--- config.mk ---
export PLATFORM = sky130hd
export DESIGN_NAME = apx_mul
export DESIGN_NICKNAME = d
export VERILOG_FILES = /design/src/rtl/apx_mul_pkg.sv /design/src/rtl/nib_wallace_mul.sv /design/src/rtl/sum_adder.sv /design/src/rtl/apx_mul.sv
export SDC_FILE = /design/constraint.sdc
export NUM_CORES = 1
export LEC_CHECK = 0
export CAP_MARGIN = 20
export CORE_MARGIN = 1.5
export CORE_UTILIZATION = 58
export CTS_CLUSTER_SIZE = 25
export DETAILED_ROUTE_END_ITERATION = 8
export PLACE_DENSITY = 0.83
export SYNTH_ARGS = -nofsm -noshare
export SYNTH_HDL_FRONTEND = slang
export SYNTH_SLANG_ARGS = --single-unit
--- constraint.sdc ---
create_clock -name clk -period 9.95 [get_ports clk]
set_input_delay 1.99 -clock clk [delete_from_list [all_inputs] [get_ports clk]]
set_output_delay 1.99 -clock clk [all_outputs]
set_load 0.05 [all_outputs]
--- src/rtl/apx_mul_pkg.sv ---
package apx_mul_pkg;

    // Adder style used by all three summation adders
    typedef enum logic [1:0] {
        SUM_EXACT    = 2'd0,
        SUM_DUAL_RAW = 2'd1,
        SUM_DUAL_FIX = 2'd2
    } sum_kind_e;

    function automatic logic maj3(input logic x, input logic y, input logic z);
        return (x & y) | (x & z) | (y & z);
    endfunction

endpackage

--- src/rtl/nib_wallace_mul.sv ---
module nib_wallace_mul #(
    parameter int NB = 4
) (
    input  logic [NB-1:0]   x,
    input  logic [NB-1:0]   y,
    output logic [2*NB-1:0] p
);
    localparam int RW = 2 * NB;
    localparam int ST = NB - 1;

    logic [RW-1:0] row   [NB];
    logic [RW-1:0] s_st  [ST];
    logic [RW-1:0] c_st  [ST];

    // partial-product rows, weighted by the multiplier bit position
    for (genvar j = 0; j < NB; j++) begin : g_row
        assign row[j] = RW'(x & {NB{y[j]}}) << j;
    end

    // carry-save reduction: each stage folds one more row into two
    assign s_st[0] = row[0];
    assign c_st[0] = row[1];
    for (genvar k = 1; k < ST; k++) begin : g_csa
        assign s_st[k] = s_st[k-1] ^ c_st[k-1] ^ row[k+1];
        assign c_st[k] = ((s_st[k-1] & c_st[k-1]) |
                          (s_st[k-1] & row[k+1])  |
                          (c_st[k-1] & row[k+1])) << 1;
    end

    // final two-row ripple addition
    always_comb begin : fin_add
        logic cy;
        cy = 1'b0;
        for (int i = 0; i < RW; i++) begin
            p[i] = s_st[ST-1][i] ^ c_st[ST-1][i] ^ cy;
            cy   = apx_mul_pkg::maj3(s_st[ST-1][i], c_st[ST-1][i], cy);
        end
    end

endmodule

--- src/rtl/sum_adder.sv ---
module sum_adder
    import apx_mul_pkg::*;
#(
    parameter int        W     = 16,
    parameter int        SPLIT = 8,
    parameter sum_kind_e KIND  = SUM_EXACT
) (
    input  logic [W-1:0] x,
    input  logic [W-1:0] y,
    output logic [W-1:0] s
);
    localparam bit DUAL = (KIND != SUM_EXACT);
    localparam bit FILL = (KIND == SUM_DUAL_FIX);

    always_comb begin : add_b
        logic         cy;
        logic         c_ex;
        logic         c_pr;
        logic         fill_en;
        logic [W-1:0] r;
        cy   = 1'b0;
        c_ex = 1'b0;
        c_pr = 1'b0;
        r    = '0;
        for (int i = 0; i < W; i++) begin
            r[i] = x[i] ^ y[i] ^ cy;
            if (!DUAL || i > SPLIT) begin
                cy = maj3(x[i], y[i], cy);
            end else if (i < SPLIT - 1) begin
                cy = x[i] & y[i];
            end else if (i == SPLIT - 1) begin
                c_ex = maj3(x[i], y[i], cy);
                c_pr = x[i] & y[i];
                cy   = c_ex;
            end else begin
                cy = maj3(x[i], y[i], c_pr);
            end
        end
        fill_en = FILL && c_ex && !c_pr && (x[SPLIT] ^ y[SPLIT]);
        if (fill_en) begin
            r[SPLIT:0] = '1;
        end
        s = r;
    end

endmodule

--- src/rtl/apx_mul.sv ---
module apx_mul
    import apx_mul_pkg::*;
#(
    parameter int        OPW     = 8,
    parameter sum_kind_e KIND    = SUM_EXACT,
    parameter bit        IN_REG  = 1'b1,
    parameter bit        OUT_REG = 1'b1,
    parameter int        SPLIT   = OPW
) (
    input  logic             clk,
    input  logic             rst_n,
    input  logic [OPW-1:0]   a_i,
    input  logic [OPW-1:0]   b_i,
    output logic [2*OPW-1:0] prod_o
);
    localparam int NB = OPW / 2;
    localparam int PW = 2 * OPW;

    typedef struct packed {
        logic [OPW-1:0] a;
        logic [OPW-1:0] b;
        logic [PW-1:0]  p;
    } stage_t;

    stage_t st_d, st_q;

    logic [OPW-1:0] op_a, op_b;
    logic [OPW-1:0] sp   [4];
    logic [PW-1:0]  sh   [4];
    logic [PW-1:0]  lx, ly, rx, ry;
    logic [PW-1:0]  lsum, rsum, fsum;

    assign op_a = IN_REG ? st_q.a : a_i;
    assign op_b = IN_REG ? st_q.b : b_i;

    // g = 2*sel_a_hi + sel_b_hi ; weight = NB * (sel_a_hi + sel_b_hi)
    for (genvar g = 0; g < 4; g++) begin : g_sub
        localparam bit AH = (g / 2) == 1;
        localparam bit BH = (g % 2) == 1;
        nib_wallace_mul #(.NB(NB)) u_nib (
            .x (AH ? op_a[OPW-1:NB] : op_a[NB-1:0]),
            .y (BH ? op_b[OPW-1:NB] : op_b[NB-1:0]),
            .p (sp[g])
        );
        assign sh[g] = PW'(sp[g]) << (NB * (int'(AH) + int'(BH)));
    end

    assign lx = sh[3];
    assign ly = sh[2];
    assign rx = sh[1];
    assign ry = sh[0];

    sum_adder #(.W(PW), .SPLIT(SPLIT), .KIND(KIND)) u_left  (.x(lx),   .y(ly),   .s(lsum));
    sum_adder #(.W(PW), .SPLIT(SPLIT), .KIND(KIND)) u_right (.x(rx),   .y(ry),   .s(rsum));
    sum_adder #(.W(PW), .SPLIT(SPLIT), .KIND(KIND)) u_final (.x(lsum), .y(rsum), .s(fsum));

    always_comb begin
        st_d.a = a_i;
        st_d.b = b_i;
        st_d.p = fsum;
    end

    always_ff @(posedge clk or negedge rst_n) begin
        if (!rst_n) begin
            st_q <= '0;
        end else begin
            st_q <= st_d;
        end
    end

    assign prod_o = OUT_REG ? st_q.p : fsum;

endmodule

==> results.py <==
metrics = {
    "finish": {
        "final_cell_count_no_fill": 319,
        "syn2layout_area_growth_pct": 19.41,
        "final_common_cell": "inv_1",
        "layout-drive-gt1-share_pct": 3.371,
        "diodes": 0,
        "final_cell_mix": "54 x inv_1, 46 x fa_1, 44 x and2_1",
        "num-nets-final": 358,
    },
    "logic_synthesis": {
        "syn_area_per_cell_um2": 11.77,
        "yosysWarnings": 0,
        "syn_area_um2": 2649,
        "syn-num-nets": 317,
        "synth.distinct_cells": 7,
        "yosysSeqAreaShare_pct": 30.23,
        "syn_inst": 225,
        "ys_seq_elements": 32,
    },
    "power": {
        "cellPowerDensity_nw_per_um2": 192.8,
        "switchingPower_w": 0.0002537,
        "p_int_w": 0.0003563,
        "combPwrFrac_pct": 51.2,
        "swShare_pct": 41.59,
        "static-leakage-power_nw": 1.611,
        "seqPwrFrac_pct": 28.6,
        "p_clk_share_pct": 20.3,
        "peakVddDrop_v": 0.0001254,
    },
    "timing": {
        "skew_ns": 0.007434,
        "hold_viol_final": 0,
        "period_needed_ns": 7.006,
        "finalCritPeriodShare_pct": 70.41,
        "clock.fmax_mhz": 142.7,
        "finalSetupTns_ns": 0,
        "rsz0062_at_grt": "false",
        "drv_slew": 0,
        "setup_viol_count_final": 0,
        "worstMarginPinSlew_ns": 0.5010,
        "slew_headroom_pct": 66.50,
    },
    "cts": {
        "clock-root-buffer": "clkbuf_8",
        "cts_inserted_buffers": 5,
        "insertion_delay_ns": 0.28,
        "cts.repair.resized": 0,
        "post-cts-setup-buffer-count": 0,
        "clock_sinks": 32,
        "cts_tree": "built",
        "clkTransAtPathRegs_ns": 0.07,
        "htree_levels": 2,
        "clk_path_buf_depth": 2,
        "cts_hold_buf": 0,
    },
    "critical_path": {
        "cp-end-kind": "flop",
        "worstPathMaxFanout": 8,
        "path_buf_inv": 5,
        "cpPeakStageDelay_ns": 0.54,
        "worst_path_dominant_cell_family": "adder cells",
        "path_cells": "nand2_1 > fa_1 > fa_1 > inv_1 > ha_1 > fa_1 > fa_1 > fa_1 > inv_1 > fa_1 > inv_1 > fa_1 > fa_1 > fa_1 > fa_1 > fa_1 > fa_1 > inv_1 > fa_1 > inv_1 > ha_1 > ha_1 > xor3_1",
        "path_class": "flop to flop",
        "start_kind": "flop",
        "critPathRequiredTime_ns": 10.11,
        "cp.arrival_ns": 7.16,
        "crit_top_cell": "fa_1",
        "cp_slowest_cell": "fa_1",
    },
    "drt": {
        "drc": 0,
        "vias_per_cell": 4.903,
        "drtIter0Drc": 39,
        "vias": 1564,
        "ant_nets": 0,
        "wl_mm": 4.096,
        "first_pass_iters": 4,
        "routedWlPerCell_um": 12.84,
    },
    "floorplan": {
        "dieArea_um2": 4982,
        "die_h_um": 70.58,
        "rows": 24,
        "coreArea_um2": 4384,
        "die_w_um": 70.58,
        "ios": 34,
        "start_util_pct": 60.42,
    },
    "placement": {
        "portBuffers": 33,
        "dp_cells": 311,
        "gp_congestion": 0.8065,
        "hpwl_mm": 3.393,
    },
    "grt": {
        "grt_pass1_vias": 1712,
        "antenna_found_initial": 0,
        "grt_pass1_wl_mm": 7.320,
        "track_usage_pct": 19.37,
        "grt_max_degree": 33,
        "overflow": 0,
    },
    "flow_run": {
        "cap_viol_max_count": 0,
    },
    "outcome": {
        "status": "finished, final reports clean",
    },
    "worst_hold_path": {
        "min_path_type": "flop to flop",
    },
}
==> cell families after synthesis <==
family,Yosys count,synth area share [%]
adders and majority gates,74,47.99
buffers and inverters,54,7.652
and+or+nand+nor,64,13.23
xor gates and xnor gates,1,0.8974
DFF,32,30.23
==> cell type report <==
type	count	area, um2
Sequential cell	32	800.8
Clock buffer	5	68.82
Tap cell	52	65.06
Inverter	54	202.7
Clock inverter	3	42.54
Fill cell	306	1221
Timing Repair Buffer	34	337.8
Multi-Input combinational cell	139	1645
==> power groups by stage <==
stage | clock network [W] | registers [W] | logic (W)
global placement | 0 | 0.000176 | 0.000305
detailed placement | 0 | 0.000177 | 0.000318
CTS | 0.000128 | 0.000175 | 0.000320
global route | 0.000132 | 0.000177 | 0.000351
finish | 0.000124 | 0.000174 | 0.000312
floorplan | 0 | 0.000268 | 0.000126
==> routing by layer <==
metal  share of wire (%)  track usage [%]  vias to the layer above
met1                  40            23.92                      800
met2                  55            34.38                       27
met3                 3.4            3.276                        4
met4                 1.2            7.547                        0
li1                    -                -                      733
met5                   0                0                        -
==> worst paths after layout <==
check                             startpoint              endpoint  slack (ns)  cells past startpoint
max                        op_b[0]$_DFF_PN0_  prod_o[15]$_DFF_PN0_        2.94                     23
min                        op_b[0]$_DFF_PN0_   prod_o[0]$_DFF_PN0_        0.62                      1
max reg2reg                op_b[0]$_DFF_PN0_  prod_o[15]$_DFF_PN0_        2.94                     23
min reg2reg                op_b[0]$_DFF_PN0_   prod_o[0]$_DFF_PN0_        0.62                      1
max in group asynchronous              rst_n     op_b[0]$_DFF_PN0_        7.56                      2
min in group asynchronous              rst_n   prod_o[9]$_DFF_PN0_        2.10                      2
==> Yosys cell counts <==
master   number  area, um2
nand2_1      20      75.07
ha_1         28      350.3
and2_1       44      275.3
fa_1         46      920.9
inv_1        54      202.7
dfrtp_1      32      800.8
xor3_1        1      23.77
==> sequential cells by signal, indices dropped and copies added, names as in the netlist <==
name and cells:
prod_o 16, op_b 8, op_a 8
==> through the flow <==
step / hold slack [ns] / power, W / setup WS (ns) / instance area [um2] / util [%]
global placement: 0.5955 / 0.0004812 / 3.078 / 3052 / 69.61
CTS: 0.6197 / 0.0006233 / 2.873 / 3163 / 72.15
detailed placement: 0.6053 / 0.0004953 / 2.905 / 3052 / 69.61
floorplan: 0.5434 / 0.0003940 / 3.236 / 2649 / -
global route: 0.6498 / 0.0006602 / 2.666 / 3163 / 72.15
finish: 0.6208 / 0.0006099 / 2.944 / 3163 / 72.15
Note: power is estimated with default switching activity, not from simulation.
